--- src/rtl/page_read_pkg.sv ---
// Shared types for the page-mode read sequencer.
// Assumes: nothing beyond the types defined here.
package page_read_pkg;
    typedef enum logic [1:0] {
        SEQ_IDLE  = 2'd0,
        SEQ_FIRST = 2'd1,
        SEQ_BEAT  = 2'd2
    } seq_state_t;

    localparam logic [1:0] LEN_RESERVED = 2'b11;
endpackage

--- src/rtl/page_addr_step.sv ---
// Next address inside an aligned page of (4 << len_code) bytes.
// Assumes: len_code is not the reserved value when it is used.
module page_addr_step #(
    parameter int AW = 16
) (
    input  logic [AW-1:0] cur_addr,
    input  logic [1:0]    len_code,
    output logic [AW-1:0] next_addr
);
    logic [AW-1:0] wrap_mask;
    logic [AW-1:0] plus_one;

    // Build the in-page mask and keep the upper bits fixed.
    always_comb begin
        wrap_mask = (AW'(4) << len_code) - AW'(1);
        plus_one  = cur_addr + AW'(1);
        next_addr = (cur_addr & ~wrap_mask) | (plus_one & wrap_mask);
    end
endmodule

--- src/rtl/page_gap_timer.sv ---
// Counts the idle cycles that must follow a finished request.
// Assumes: start is a single-cycle pulse on the last capture edge.
module page_gap_timer #(
    parameter int IW = 4
) (
    input  logic          clk,
    input  logic          rst_n,
    input  logic          start,
    input  logic [IW-1:0] gap_len,
    output logic          gap_active
);
    logic [IW-1:0] remain_q;

    // Load the gap length on start, then count down to zero.
    always_ff @(posedge clk) begin
        if (!rst_n)                remain_q <= '0;
        else if (start)            remain_q <= gap_len;
        else if (remain_q != '0)   remain_q <= remain_q - IW'(1);
    end

    assign gap_active = (remain_q != '0);
endmodule

--- src/rtl/page_read_seq.sv ---
// Page-mode read sequencer for an 8-bit bus with separate address and data lines.
// A request is followed by one asynchronous first access, then (in page mode)
// more bytes at 1 + burst wait cycles each, with chip select and strobe held low.
// Assumes: mem_din is stable at the sampling edge; all settings are latched
// when the request is accepted.
module page_read_seq
    import page_read_pkg::*;
#(
    parameter int AW  = 16,
    parameter int DW  = 8,
    parameter int TW  = 5,
    parameter int IW  = 4,
    parameter int MAX_BEATS = 16
) (
    input  logic          clk,
    input  logic          rst_n,
    input  logic          req_valid,
    input  logic [AW-1:0] req_addr,
    input  logic          req_page,
    input  logic [1:0]    req_len,
    input  logic [TW-1:0] cfg_oe_dly,
    input  logic [TW-1:0] cfg_rd_ws,
    input  logic [TW-1:0] cfg_burst_ws,
    input  logic [IW-1:0] cfg_idle,
    input  logic [DW-1:0] mem_din,
    output logic          busy,
    output logic          req_err,
    output logic [AW-1:0] bus_addr,
    output logic          bus_cs_n,
    output logic          bus_rd_n,
    output logic          beat_valid,
    output logic [DW-1:0] beat_data,
    output logic          done
);
    localparam int BW = $clog2(MAX_BEATS + 1);

    seq_state_t    state_q;
    logic [TW-1:0] cnt_q;
    logic [TW-1:0] oe_q, end_q, bws_q;
    logic [IW-1:0] idle_q;
    logic [1:0]    len_q;
    logic [BW-1:0] left_q;
    logic [AW-1:0] addr_q;
    logic [AW-1:0] addr_nxt;
    logic          gap_active;
    logic          can_take, refuse, accept, capture, last_beat;
    logic [BW-1:0] start_beats;

    page_addr_step #(.AW(AW)) u_step (
        .cur_addr  (addr_q),
        .len_code  (len_q),
        .next_addr (addr_nxt)
    );

    page_gap_timer #(.IW(IW)) u_gap (
        .clk        (clk),
        .rst_n      (rst_n),
        .start      (capture && last_beat),
        .gap_len    (idle_q),
        .gap_active (gap_active)
    );

    // Request decode: accept, refuse, and the number of bytes to read.
    always_comb begin
        can_take    = (state_q == SEQ_IDLE) && !gap_active;
        refuse      = can_take && req_valid && req_page && (req_len == LEN_RESERVED);
        accept      = can_take && req_valid && !refuse;
        start_beats = req_page ? (BW'(4) << req_len) : BW'(1);
    end

    // Capture condition for the current byte.
    always_comb begin
        capture   = ((state_q == SEQ_FIRST) && (cnt_q == end_q)) ||
                    ((state_q == SEQ_BEAT)  && (cnt_q == bws_q));
        last_beat = (left_q == BW'(1));
    end

    // Main sequencer: state, timing counter, address and byte count.
    always_ff @(posedge clk) begin
        if (!rst_n) begin
            state_q <= SEQ_IDLE;
            cnt_q   <= '0;
            oe_q    <= '0;
            end_q   <= '0;
            bws_q   <= '0;
            idle_q  <= '0;
            len_q   <= '0;
            left_q  <= '0;
            addr_q  <= '0;
        end else if (accept) begin
            state_q <= SEQ_FIRST;
            cnt_q   <= '0;
            oe_q    <= cfg_oe_dly;
            end_q   <= (cfg_rd_ws >= cfg_oe_dly) ? cfg_rd_ws : cfg_oe_dly;
            bws_q   <= cfg_burst_ws;
            idle_q  <= cfg_idle;
            len_q   <= req_page ? req_len : 2'b00;
            left_q  <= start_beats;
            addr_q  <= req_addr;
        end else if (capture) begin
            left_q <= left_q - BW'(1);
            cnt_q  <= '0;
            if (last_beat) begin
                state_q <= SEQ_IDLE;
            end else begin
                state_q <= SEQ_BEAT;
                addr_q  <= addr_nxt;
            end
        end else if (state_q != SEQ_IDLE) begin
            cnt_q <= cnt_q + TW'(1);
        end
    end

    // Output pulses: captured byte, done and refusal.
    always_ff @(posedge clk) begin
        if (!rst_n) begin
            beat_valid <= 1'b0;
            beat_data  <= '0;
            done       <= 1'b0;
            req_err    <= 1'b0;
        end else begin
            beat_valid <= capture;
            done       <= capture && last_beat;
            req_err    <= refuse;
            if (capture) beat_data <= mem_din;
        end
    end

    // Bus pins follow the registered state.
    always_comb begin
        bus_addr = addr_q;
        bus_cs_n = (state_q == SEQ_IDLE);
        bus_rd_n = !(((state_q == SEQ_FIRST) && (cnt_q >= oe_q)) || (state_q == SEQ_BEAT));
        busy     = (state_q != SEQ_IDLE) || gap_active;
    end
endmodule

--- config.mk ---
export PLATFORM = sky130hd
export DESIGN_NAME = page_read_seq
export DESIGN_NICKNAME = d
export VERILOG_FILES = /design/src/rtl/page_read_pkg.sv /design/src/rtl/page_addr_step.sv /design/src/rtl/page_gap_timer.sv /design/src/rtl/page_read_seq.sv
export SDC_FILE = /design/constraint.sdc
export NUM_CORES = 1
export LEC_CHECK = 0
export BUFFER_PORTS_ARGS = -buffer_cell sky130_fd_sc_hd__buf_2
export CORE_ASPECT_RATIO = 1.1
export CORE_MARGIN = 3
export CORE_UTILIZATION = 49
export DETAILED_ROUTE_END_ITERATION = 10
export GPL_TIMING_DRIVEN = 0
export PLACE_DENSITY_LB_ADDON = 0.2
export SYNTH_ARGS = -nofsm -noshare
export SYNTH_HDL_FRONTEND = slang
export SYNTH_HIERARCHICAL = 1
export SYNTH_SLANG_ARGS = --single-unit
--- constraint.sdc ---
create_clock -name clk -period 2.2 [get_ports clk]
set_input_delay 0.33 -clock clk [delete_from_list [all_inputs] [get_ports clk]]
set_output_delay 0.33 -clock clk [all_outputs]
set_load 0.01 [all_outputs]
## Yosys cells after proc, flatten, opt, wreduce, memory -nomap -nowiden

Index checks and enable logic that the tools add are counted.

| storage, ports and cells | value |
|---|---|
| input bits | 49 |
| register bits | 64 |
| output and inout bits | 30 |

| operators by class | value |
|---|---|
| shift-type cells | 2 |
| multiplexer cells | 13 |
| add/sub/neg operators | 5 |
| equal/unequal tests | 7 |
| $lt $le $gt $ge | 2 |
| bitwise operators | 5 |
| reduce and logical (&&, ||, !) cells | 23 |

Operator list:

| operator | number |
|---|---|
| $mux W16 | 3 |
| $and A16 B16 Y16 | 2 |
| $mux W5 | 4 |
| $add A16 B1 Y16 const B | 1 |
| $not A16 Y16 | 1 |
| $or A16 B16 Y16 | 1 |
| $shl A3 B2 Y16 const A | 1 |
| $sub A16 B2 Y16 const B | 1 |
| $eq A5 B5 Y1 | 2 |
| $ge A5 B5 Y1 | 2 |
| $logic_and A1 B1 Y1 | 9 |
| $mux W4 | 2 |
| $reduce_bool A2 Y1 | 3 |
| $add A5 B1 Y5 const B | 1 |
| $eq A5 B1 Y1 const B | 1 |
| $shl A3 B2 Y5 const A | 1 |
| $sub A5 B1 Y5 const B | 1 |
| $eq A2 B2 Y1 const B | 2 |
| $mux W2 | 2 |
| $reduce_bool A4 Y1 | 1 |
| $sub A4 B1 Y4 const B | 1 |
| $logic_not A1 Y1 | 3 |
| $logic_or A1 B1 Y1 | 3 |
| $reduce_or A3 Y1 | 1 |
| other kinds (7) | 8 |

## Depth between registers and ports, before layout

Gate-level depths: netlist (run 1).

| logic depth | value |
|---|---|
| depth in word-level cells | 10 |
| depth in mapped cells | 11 |
| mapped depth without buffers | 9 |

## Modules after synthesis

The synthesis (run 1) kept the hierarchy.

Modules (own cells, without submodules):

| module | times used | area each (µm²) | seq. area each (µm²) | cells each |
|---|---|---|---|---|
| page_read_seq | 1 | 2,956.6 | 1,201.2 | 308 |
| page_addr_step | 1 | 311.5 | 0.0 | 45 |
| page_gap_timer | 1 | 231.5 | 80.1 | 26 |

## Worst setup path after synthesis (run 1)

No wires, ideal clock.

| path | value |
|---|---|
| kind | flip-flop to flip-flop |
| start point | register u_gap.remain_q[0] |
| end point | register bws_q[1] |
| setup time | 0.117 ns |
| period minus slack after synthesis | 2.452 ns |
| path buffers | 2 |
| path slack | -0.252 ns |
| arrival | 2.335 ns |
| stages on the path, launching flop included | 11 |
| required time | 2.083 ns |
| cells stage by stage | dfxtp_1 > inv_1 > ha_1 > nor3b_1 > inv_1 > nor4b_4 > nand2_4 > and2_1 > buf_2 > buf_6 > a22o_1 |

| on the way | value |
|---|---|
| longest elaborated chain between the ends | 8 |

Ends and longest elaborated chain:

| item | line | text |
|---|---|---|
| start, declared | page_gap_timer.sv:12 | `logic [IW-1:0] remain_q;` |
| start signal, assigned | page_gap_timer.sv:17 | `else if (start) remain_q <= gap_len;` |
| start signal, assigned | page_gap_timer.sv:18 | `else if (remain_q != '0) remain_q <= remain_q - IW'(1);` |
| $reduce_bool A4 Y1 * | page_gap_timer.sv:21 | `assign gap_active = (remain_q != '0);` |
| net gap_active | page_read_seq.sv:45 | `logic gap_active;` |
| $logic_not A1 Y1 * | page_read_seq.sv:65 | `can_take = (state_q == SEQ_IDLE) && !gap_active;` |
| $logic_and A1 B1 Y1 * | page_read_seq.sv:65 |  |
| $logic_and A1 B1 Y1 * | page_read_seq.sv:66, page_read_seq.sv:67 |  |
| $logic_and A1 B1 Y1 (2 in series) | page_read_seq.sv:66 | `refuse = can_take && req_valid && req_page && (req_len == LEN_RESERVED);` |
| $logic_not A1 Y1 | page_read_seq.sv:67 | `accept = can_take && req_valid && !refuse;` |
| $logic_and A1 B1 Y1 * | page_read_seq.sv:67 |  |
| end signal, assigned | page_read_seq.sv:95 | `bws_q <= cfg_burst_ws;` |
| end, declared | page_read_seq.sv:39 | `logic [TW-1:0] oe_q, end_q, bws_q;` |

The timed path passes the listed nets; every way through them passes the cells marked *.
A chain may end at the register's enable or synchronous reset.

## Worst setup path after layout (run 1)

| path | value |
|---|---|
| start point | register cnt_q[0] |
| end point | output port bus_rd_n |

| on the way | value |
|---|---|
| longest elaborated chain between the ends | 4 |

Ends and longest elaborated chain:

| item | line | text |
|---|---|---|
| start, declared | page_read_seq.sv:38 | `logic [TW-1:0] cnt_q;` |
| start signal, assigned | page_read_seq.sv:110 | `cnt_q <= cnt_q + TW'(1);` |
| $ge A5 B5 Y1 | page_read_seq.sv:133 | `bus_rd_n = !(((state_q == SEQ_FIRST) && (cnt_q >= oe_q)) \|\| (state_q == SEQ_BEAT));` |
| $logic_and A1 B1 Y1 | page_read_seq.sv:133 |  |
| $logic_or A1 B1 Y1 | page_read_seq.sv:133 |  |
| $logic_not A1 Y1 | page_read_seq.sv:133 |  |
| end, declared | page_read_seq.sv:30 | `output logic bus_rd_n,` |

No other way between the ends.

==> results of run 1 <==
==> power groups by stage <==
stage | Sequential [µW] | Combinational, µW | Clock, µW
finish | 1700 | 2750 | 1110
global route | 1730 | 3030 | 1200
CTS | 1680 | 2610 | 1130
detailed placement | 1720 | 2490 | 0
global placement | 1700 | 2440 | 0
floorplan | 1720 | 1890 | 0
==> cells by family (layout without fill, tap and decap cells) <==
group	Yosys count	after routing	synth area share, %
xor+xnor	28	28	7.01
simple gates	131	131	19.8
fa+ha+maj	18	18	6.44
mux	48	48	14.3
compound gates	50	50	10.4
buf+inv	40	146	5.43
flops	64	64	36.6
==> registers in the layout, indices dropped and copies added (netlist names), 2 cells and up <==
name	count
bus_addr	16
idle_q	4
cnt_q	5
left_q	5
oe_q	5
bws_q	5
len_q	2
state_q	2
beat_data	8
end_q	5
u_gap/remain_q	4
==> worst paths after layout <==
path	from	endpoint	slack, ns
worst max-delay path	cnt_q[0]$_SDFFE_PP0P_	bus_rd_n	0.06
worst min-delay path	cfg_burst_ws[2]	bws_q[2]$_SDFFE_PN0N_	0.19
worst max register to register	u_gap/remain_q[0]$_SDFFE_PN0P_	left_q[2]$_SDFFE_PN0P_	0.10
worst min register to register	bus_addr[15]$_SDFFE_PN0P_	bus_addr[15]$_SDFFE_PN0P_	0.47
==> cell type report <==
type | count | area [µm²] | area share (%)
Sequential cell | 64 | 1290 | 29.5
Clock buffer | 9 | 124 | 2.83
Buffer | 20 | 126 | 2.89
Tap cell | 82 | 103 | 2.35
Clock inverter | 7 | 95.1 | 2.17
Multi-Input combinational cell | 275 | 2070 | 47.4
Inverter | 19 | 73.8 | 1.69
Timing Repair Buffer | 91 | 488 | 11.2
==> worst reg2reg max path, cell delays in order, from the launching register on <==
cell and delay, ns:
dfxtp_2 0.34, inv_2 0.05, ha_1 0.13, nor3b_4 0.23
inv_2 0.08, nor4b_4 0.40, nand2_4 0.15, buf_4 0.21
nand3b_1 0.09, o41ai_1 0.07, a31o_2 0.24
==> per-layer routing <==
layer	vias to the layer above	routed length [µm]	GRT usage, %
li1	1529	-	-
met1	1382	3420	23.9
met2	91	3810	33.8
met3	16	414	4.28
met4	0	147	7.40
met5	-	0	0
==> cell usage after synthesis (all sizes together) <==
| master | count | area (µm²) |
|---|---|---|
| dfxtp | 64 | 1280 |
| nand2 | 57 | 221 |
| mux2i | 31 | 310 |
| inv | 19 | 71.3 |
| ha | 18 | 225 |
| mux2 | 17 | 191 |
| xnor2 | 16 | 140 |
| buf | 12 | 85.1 |
| o21ai | 12 | 60.1 |
| xor2 | 12 | 105 |
| nand3 | 11 | 55.1 |
| a22o | 10 | 87.6 |
| nor2b | 10 | 62.6 |
| nor3 | 10 | 50.1 |
| clkbuf | 9 | 33.8 |
| nand4 | 9 | 71.3 |
| and2 | 6 | 37.5 |
| nor2 | 6 | 22.5 |
| nand2b | 5 | 31.3 |
| o22ai | 5 | 45.0 |
| a21oi | 4 | 20.0 |
| a21o | 3 | 22.5 |
| nand3b | 3 | 22.5 |
| nor4 | 3 | 18.8 |
| a21boi | 2 | 15.0 |
| and3 | 2 | 12.5 |
| nor3b | 2 | 15.0 |
| nor4b | 2 | 32.5 |
| o2111ai | 2 | 17.5 |
| o211ai | 2 | 15.0 |
| o31ai | 2 | 15.0 |
| a211o | 1 | 8.76 |
| a211oi | 1 | 7.51 |
| a221oi | 1 | 8.76 |
| a31o | 1 | 8.76 |
| a31oi | 1 | 6.26 |
| and4b | 1 | 10.0 |
| nand4b | 1 | 8.76 |
| o211a | 1 | 10.0 |
| o21a | 1 | 7.51 |
| o41ai | 1 | 8.76 |
| or2 | 1 | 6.26 |
| or3 | 1 | 6.26 |
| or4 | 1 | 7.51 |
==> metrics by stage <==
| step | total power, µW | setup TNS [ns] |
|---|---|---|
| after floorplan | 3610 | 0 |
| after global placement | 4150 | -7.81 |
| after detailed placement | 4200 | -9.22 |
| after CTS | 5430 | 0 |
| after global routing | 5970 | -0.114 |
| final | 5560 | 0 |
==> repair_timing <==
item | CTS | global route
buffers inserted | 5 | 8
pin swaps | 6 | 7
gates resized for setup | 4 | 18
hold buffers | 0 | 0
endpoints found under the setup margin | 52 | 41
==> results.md, run 1 <==
- Crit path top cell by count: a21o_1
- Post-Synthesis Cell Area: between 3000 and 4000 µm²
- Cell depth of the worst hold path: 2
- Non-Filler Instances: approximately 570
- CP Data Required Time: roughly 1.9 ns
- # clock sinks: 64
- Total Die Area: roughly 8000 µm²
- Die H: 94.6 µm
- Post-layout min period: ~2.1 ns
- Inst Count DP: around 540
- Ant. Diodes: 0
- TritonCTS clock tree: built
- Status: finished clean
- Post-Layout Inst Area: 4370 µm²
- Layout cells sized above 1: roughly 32%
- Gr usage total: 19.7%
- First-pass GRT wire length: approximately 13 mm
- Die W: a little under 90 µm
- Switching Share: ~37%
- Worst setup path category: flip-flop to output pin
- H-tree Lvls: 3
- Max_cap viols: 0
- Initial antenna violation count: 0
- Crit-path cells: inv_4 -> ha_4 -> nand2b_4 -> a21o_1 -> a21o_1 -> a21oi_2 -> o21a_1 -> buf_2
- Setup violations, final: 0
- Stages on worst setup path: 8
- Fin util: approximately 65%
- Fin. Hold Viols: 0
- Wirelength per Cell: around 14 µm
- Root Driver: clkbuf_8
- Worst path bufs/invs: 2
- Library cells used by synthesis: 52
- Crit share post-route: just under 100%
- Dpl cell area: 4010 µm²
- Drt via density: 5.32
- Clk network pwr share: around a fifth
- Comb pwr share: 49.5%
- Rel. slew slack: roughly three fifths
- Sequential Power Share: 30.5%
- RD Place Congestion: approximately 0.86
- Final wirelength: approximately 8 mm
- Leakage power: between 0.002 and 0.0025 µW
- R2r worst-path depth: 10
- Global route overflow: 0
- Crit. End Element: output pin
- WHS: around 0.19 ns
- Final Skew: 0.00831 ns
- Starting density of the core: between 50% and 60%
- CP Data Arrival Time: about 1.8 ns
- CP max stage delay: approximately 0.35 ns
- Int Power: 3510 µW
- RSZ-0062 raised after global routing: true
- Largest net degree at the start of global routing: 13
- Std-Cell Rows: 31
- Residual DRC: 0
- Pwr dens: between 1000 and 1500 nW/µm²
- Yosys reg bits: 64
- Pre-CTS WS: -0.276 ns
- Register area share after synthesis: 36.6%
- Worst-margin pin slew: 0.610 ns
- Slowest cell on crit path: dfxtp_4
- Vias in the first global route: between 2,000 and 3,000
- Filler cells: between 500 and 600
- Hpwl dp: 5.74 mm
- 1st-iter DRT viols: about 100
- Number of routed nets with antenna violations: 0
- Via Count: approximately 3,000
- Most frequent cells in the layout: buf_2, dfxtp_1, nand2_1
- Delay-heaviest family, CP: compound AO/OA/AOI/OAI gates
- Nets: 547
- CP max FO: 2
- Net Switching: about 2000 µW
- CTS Buf Count: 9
- Yosys warnings: 6
- CTS clk-pin slew, worst paths: 0.08 ns
- Clock tree buffer depth: 2
- Core area: between 6000 and 7000 µm²
- IO Count: between 70 and 80
- Drt pass-1 iters: 4
- Synthesis-to-finish area growth: 25.0%
- Fmax: ~470 MHz
- Worst-skew pair later-pin latency: between 0.3 and 0.4 ns
- Commonest non-fill, non-tap cell in the layout: buf_2
- Setup crit start kind: flip-flop
- Post-Syn Nets: about 450
- Maximum vdd drop: 0.000780 V
- Final worst slack: 0.0647 ns
- Post-synthesis average cell area: ~9 µm²
- Gate Count Post-Synth: between 300 and 400
- Pins over their slew limit: 0
- Number of port buffers: between 70 and 80
- Hold Path Class: input pin to flip-flop
Note: power is estimated with default switching activity, not from simulation.
==> run 2: changes to the inputs <==
--- a/config.mk
+++ b/config.mk
@@ -5,11 +5,11 @@
 export SDC_FILE = /design/constraint.sdc
 export NUM_CORES = 1
 export LEC_CHECK = 0
-export BUFFER_PORTS_ARGS = -buffer_cell sky130_fd_sc_hd__buf_2
 export CORE_ASPECT_RATIO = 1.1
 export CORE_MARGIN = 3
-export CORE_UTILIZATION = 49
+export CORE_UTILIZATION = 50
 export DETAILED_ROUTE_END_ITERATION = 10
+export DONT_BUFFER_PORTS = 1
 export GPL_TIMING_DRIVEN = 0
 export PLACE_DENSITY_LB_ADDON = 0.2
 export SYNTH_ARGS = -nofsm -noshare
==> results.md, run 2 (same netlist as run 1, synthesis figures left out) <==
- TritonCTS clock tree: built (unchanged)
- Crit share post-route: 95.9% (was 97.1%)
- Std-Cell Rows: 31 (unchanged)
- # clock sinks: 64 (unchanged)
- Setup crit start kind: flip-flop (unchanged)
- Drt pass-1 iters: 4 (unchanged)
- Ant. Diodes: 0 (unchanged)
- Worst-margin pin slew: 0.580 ns (was 0.610 ns)
- Clock tree buffer depth: 2 (unchanged)
- Total Die Area: 8040 µm² (was 8190 µm²)
- Filler cells: 609 (was 555)
- Reg area: 1290 µm² (about the same)
- Rel. slew slack: 61.1% (was 58.8%)
- Nets: 467 (was 547)
- Net Switching: 1950 µW (was 2050 µW)
- CP Data Required Time: 2.42 ns (was 1.87 ns)
- CP Data Arrival Time: 2.33 ns (was 1.81 ns)
- Post-layout min period: 2.11 ns (was 2.14 ns)
- Crit. End Element: flip-flop (was output pin)
- Pins over their slew limit: 0 (unchanged)
- Largest net degree at the start of global routing: 11 (was 13)
- Sequential Power Share: 34.4% (was 30.5%)
- Setup violations, final: 0 (unchanged)
- Crit-path cells: inv_2 -> ha_2 -> nor3b_4 -> inv_2 -> nor4b_4 -> nand2_4 -> buf_6 -> buf_4 -> mux2_2 -> nand2_1 -> mux2i_1 (was inv_4 -> ha_4 -> nand2b_4 -> a21o_1 -> a21o_1 -> a21oi_2 -> o21a_1 -> buf_2)
- Slowest cell on crit path: nor4b_4 (was dfxtp_4)
- Fin util: 58.7% (was 64.8%)
- Cell depth of the worst hold path: 1 (was 2)
- Worst setup path category: flip-flop to flip-flop (was flip-flop to output pin)
- Root Driver: clkbuf_8 (unchanged)
- IO Count: 79 (unchanged)
- Die H: 93.7 µm (was 94.6 µm)
- Number of port buffers: 0 (was 78)
- Residual DRC: 0 (unchanged)
- Via Count: 2,699 (was 3,018)
- RD Place Congestion: 0.802 (was 0.863)
- Post-Layout Inst Area: 3920 µm² (was 4370 µm²)
- Drt via density: 5.55 (was 5.32)
- Hold Path Class: input pin to flip-flop (unchanged)
- Delay-heaviest family, CP: simple AND/OR/NAND/NOR gates (was compound AO/OA/AOI/OAI gates)
- Stages on worst setup path: 11 (was 8)
- Int Power: 3180 µW (was 3510 µW)
- Final wirelength: 7.47 mm (was 7.80 mm)
- Starting density of the core: 52.5% (was 51.9%)
- CP max stage delay: 0.38 ns (was 0.35 ns)
- Max FFs per register: 16 (unchanged)
- Wirelength per Cell: 15.4 µm (was 13.8 µm)
- Gr usage total: 18.9% (was 19.7%)
- Pwr dens: 1310 nW/µm² (was 1270 nW/µm²)
- Leakage power: 0.00163 µW (was 0.00201 µW)
- Die W: 85.8 µm (was 86.6 µm)
- Hpwl dp: 5.46 mm (was 5.74 mm)
- Final worst slack: 0.0895 ns (was 0.0647 ns)
- Fmax: 474 MHz (was 468 MHz)
- Vias in the first global route: 2,649 (was 2,870)
- Initial antenna violation count: 0 (unchanged)
- Synthesis-to-finish area growth: 11.9% (was 25.0%)
- Pre-CTS WS: -0.293 ns (was -0.276 ns)
- CTS Buf Count: 9 (unchanged)
- Clk network pwr share: 17.3% (was 20.0%)
- Number of routed nets with antenna violations: 0 (unchanged)
- Commonest non-fill, non-tap cell in the layout: dfxtp_1 (was buf_2)
- Layout cells sized above 1: 17.8% (was 32.2%)
- CTS clk-pin slew, worst paths: 0.07 ns (was 0.08 ns)
- 1st-iter DRT viols: 128 (was 104)
- Most frequent cells in the layout: dfxtp_1, nand2_1, mux2i_1 (was buf_2, dfxtp_1, nand2_1)
- Worst-skew pair later-pin latency: 0.33 ns (was 0.34 ns)
- Multi-input gate area: 2070 µm² (about the same)
- Flop-to-flop setup slack: 0.09 ns (was 0.10 ns)
- Maximum vdd drop: 0.000806 V (was 0.000780 V)
- Dpl cell area: 3620 µm² (was 4010 µm²)
- H-tree Lvls: 3 (unchanged)
- Comb pwr share: 48.3% (was 49.5%)
- Max_cap viols: 0 (unchanged)
- CP max FO: 8 (was 2)
- Setup TNS: 0 ns (unchanged)
- Crit path top cell by count: inv_2 (was a21o_1)
- Worst path bufs/invs: 4 (was 2)
- First-pass GRT wire length: 12.1 mm (was 12.9 mm)
- Switching Share: 38.0% (was 36.9%)
- Core area: 6670 µm² (was 6750 µm²)
- Fin. Hold Viols: 0 (unchanged)
- Final Skew: 0.00731 ns (was 0.00831 ns)
- WHS: 0.123 ns (was 0.192 ns)
- R2r worst-path depth: 11 (was 10)
- Global route overflow: 0 (unchanged)
- Status: finished clean (unchanged)
-- run 2: changes by cell type in the layout (fill, tap and decap cells not counted), sizes merged --
cell,change
clkinv,-1
inv,-1
bufinv,-2
clkbuf,+2
buf,-79
-- run 2: final cells by class --
class	count	share of cell area, %
buffer	19	3.04
clock buffer	12	3.96
clock inverter	3	0.447
inverter	19	1.82
multi-input combinational	275	52.8
sequential	64	32.9
tap	82	2.62
timing repair buffer	12	2.40
-- run 2: worst paths after layout --
kind | endpoint | start
worst max-delay path | bus_addr[0]$_SDFFE_PN0P_ | u_gap/remain_q[0]$_SDFFE_PN0P_
worst min-delay path | oe_q[0]$_SDFFE_PN0N_ | cfg_oe_dly[0]
worst max register to register | bus_addr[0]$_SDFFE_PN0P_ | u_gap/remain_q[0]$_SDFFE_PN0P_
worst min register to register | u_gap/remain_q[3]$_SDFFE_PN0P_ | idle_q[3]$_SDFFE_PN0N_
-- run 2: metrics by stage --
stage	std cells	power, µW
after global routing	486	5500
after CTS	480	5020
after detailed placement	461	4050
final	486	5130
after floorplan	379	3610
after global placement	461	4000
-- run 2: power groups by stage --
stage               Clock (µW)  Combinational [µW]  Sequential, µW
floorplan                    0                1890            1720
global placement             0                2210            1780
detailed placement           0                2260            1790
CTS                        907                2350            1760
global route               970                2730            1800
finish                     889                2480            1770
-- run 2: worst reg2reg max path, cell delays in order, from the launching register on --
cell and delay [ns]:
dfxtp_2 0.33, inv_2 0.06, ha_2 0.15, nor3b_4 0.21, inv_2 0.08, nor4b_4 0.38, nand2_4 0.14, buf_6 0.15
buf_4 0.12, mux2_2 0.25, nand2_1 0.06, mux2i_1 0.07
-- run 2: routing by layer --
| metal | vias up | track usage (%) | wire (µm) |
|---|---|---|---|
| li1 | 1363 | - | - |
| met1 | 1261 | 22.7 | 3160 |
| met2 | 63 | 32.1 | 3760 |
| met3 | 12 | 4.47 | 409 |
| met4 | 0 | 8.18 | 142 |
| met5 | - | 0 | 0 |
-- run 2: repair_timing --
item                                    in CTS  in global routing
gates resized for setup                      3                 15
hold buffers                                 0                  0
endpoints found under the setup margin      52                 25
buffers inserted                             4                  8
pin swaps                                    3                  6
==> run 3: changes to the inputs <==
--- a/config.mk
+++ b/config.mk
@@ -5,12 +5,10 @@
 export SDC_FILE = /design/constraint.sdc
 export NUM_CORES = 1
 export LEC_CHECK = 0
-export CORE_ASPECT_RATIO = 1.1
 export CORE_MARGIN = 3
 export CORE_UTILIZATION = 50
 export DETAILED_ROUTE_END_ITERATION = 10
 export DONT_BUFFER_PORTS = 1
-export GPL_TIMING_DRIVEN = 0
 export PLACE_DENSITY_LB_ADDON = 0.2
 export SYNTH_ARGS = -nofsm -noshare
 export SYNTH_HDL_FRONTEND = slang
==> results.md, run 3 (same netlist as run 1, synthesis figures left out) <==
- Status: finished clean (unchanged)
- Starting density of the core: 53.3% (was 52.5%)
- Fin util: 57.8% (was 58.7%)
- Setup TNS: 0 ns (unchanged)
- Residual DRC: 0 (unchanged)
- IO Count: 79 (unchanged)
- Rel. slew slack: 62.8% (was 61.1%)
- CTS Buf Count: 9 (unchanged)
- Hold Path Class: input pin to flip-flop (unchanged)
- Worst-skew pair later-pin latency: 0.33 ns (about the same)
- RD Place Congestion: 0.872 (was 0.802)
- Nets: 451 (was 467)
- Worst setup path category: flip-flop to output pin (was flip-flop to flip-flop)
- Die H: 89.7 µm (was 93.7 µm)
- Root Driver: clkbuf_8 (unchanged)
- Synthesis-to-finish area growth: 8.51% (was 11.9%)
- Fin. Hold Viols: 0 (unchanged)
- Leakage power: 0.00158 µW (was 0.00163 µW)
- Layout cells sized above 1: 15.3% (was 17.8%)
- Crit. End Element: output pin (was flip-flop)
- Most frequent cells in the layout: dfxtp_1, nand2_1, mux2i_1 (unchanged)
- Pwr dens: 1290 nW/µm² (was 1310 nW/µm²)
- Initial antenna violation count: 0 (unchanged)
- Core area: 6570 µm² (was 6670 µm²)
- Clock tree buffer depth: 2 (unchanged)
- Setup bufs post-CTS: 0 (was 4)
- 1st-iter DRT viols: 131 (was 128)
- WHS: 0.122 ns (was 0.123 ns)
- Wirelength per Cell: 15.1 µm (was 15.4 µm)
- CP max FO: 2 (was 8)
- Pins over their slew limit: 0 (unchanged)
- Max FFs per register: 16 (unchanged)
- Ant. Diodes: 0 (unchanged)
- Setup violations, final: 0 (unchanged)
- CP Data Arrival Time: 1.75 ns (was 2.33 ns)
- Die W: 89.7 µm (was 85.8 µm)
- Final wirelength: 7.22 mm (was 7.47 mm)
- # clock sinks: 64 (unchanged)
- Worst-margin pin slew: 0.554 ns (was 0.580 ns)
- Global route overflow: 0 (unchanged)
- Gr usage total: 18.3% (was 18.9%)
- H-tree Lvls: 3 (unchanged)
- First-pass GRT wire length: 11.4 mm (was 12.1 mm)
- CTS clk-pin slew, worst paths: 0.07 ns (about the same)
- Total power: 4880 µW (was 5130 µW)
- Std-Cell Rows: 29 (was 31)
- Number of port buffers: 0 (unchanged)
- Final Skew: 0.0125 ns (was 0.00731 ns)
- Hpwl dp: 5.22 mm (was 5.46 mm)
- Vias in the first global route: 2,440 (was 2,649)
- Number of routed nets with antenna violations: 0 (unchanged)
- Total Die Area: 8040 µm² (about the same)
- Commonest non-fill, non-tap cell in the layout: dfxtp_1 (unchanged)
- Post-layout min period: 2.08 ns (was 2.11 ns)
- RSZ-0062 raised after global routing: false
- CP Data Required Time: 1.87 ns (was 2.42 ns)
- Max_cap viols: 0 (unchanged)
- Via Count: 2,618 (was 2,699)
- Crit share post-route: 94.7% (was 95.9%)
- Largest net degree at the start of global routing: 64 (was 11)
- Fmax: 480 MHz (was 474 MHz)
- Drt pass-1 iters: 4 (unchanged)
- TritonCTS clock tree: built (unchanged)
- Maximum vdd drop: 0.000602 V (was 0.000806 V)
- Drt via density: 5.47 (was 5.55)
- Setup crit start kind: flip-flop (unchanged)
[run 3: layout make-up]
class / count / area, µm²
Clock buffer: 12 / 155
Clock inverter: 1 / 5.00
Fill cell: 590 / 2770
Inverter: 19 / 71.3
Multi-Input combinational cell: 275 / 2050
Sequential cell: 64 / 1280
Tap cell: 93 / 116
Timing Repair Buffer: 15 / 116
[run 3: routing by layer]
layer | up-vias | global-route usage [%] | wire (µm) | part of all wire, %
met2 | 76 | 28.5 | 3300 | 46
li1 | 1325 | - | - | -
met4 | 0 | 7.04 | 72 | 1.0
met3 | 8 | 5.29 | 488 | 6.8
met5 | - | 0 | 0 | 0
met1 | 1209 | 23.9 | 3370 | 47
[run 3: path summary, 6_finish.rpt]
| path | to | slack, ns | start | depth (start not counted) |
|---|---|---|---|---|
| max | bus_rd_n | 0.12 | cnt_q[0]$_SDFFE_PP0P_ | 7 |
| min | u_gap/remain_q[2]$_SDFFE_PN0P_ | 0.12 | rst_n | 1 |
| max reg2reg | bus_addr[11]$_SDFFE_PN0P_ | 0.17 | u_gap/remain_q[1]$_SDFFE_PN0P_ | 10 |
| min reg2reg | u_gap/remain_q[3]$_SDFFE_PN0P_ | 0.48 | idle_q[3]$_SDFFE_PN0N_ | 2 |
[run 3: repair_timing]
item	CTS	global route
endpoints found under the setup margin	0	41
resized for setup	0	6
hold buffers	0	0
[run 3: per-stage QoR]
stage | std cells | setup WS, ns | area [µm²]
after detailed placement | 466 | 0.0464 | 3620
after global placement | 466 | 0.115 | 3620
after floorplan | 379 | 0.0120 | 3510
after CTS | 479 | 0.00680 | 3780
after global routing | 479 | 0.00683 | 3800
final | 479 | 0.117 | 3800
[run 3: power by group]
part,internal [µW],leakage [µW],total (µW),switching [µW]
Clock,450,0.0000842,856,406
Sequential,1450,0.000521,1780,323
Combinational,1120,0.000975,2250,1130
Total,3020,0.00158,4880,1860
[run 3: critical path: stages (launching register included)]
cell	delay, ns
dfxtp_2	0.33
inv_2	0.04
ha_1	0.27
nand2b_1	0.14
a21o_1	0.18
a21o_1	0.16
a21oi_2	0.12
o21a_1	0.19
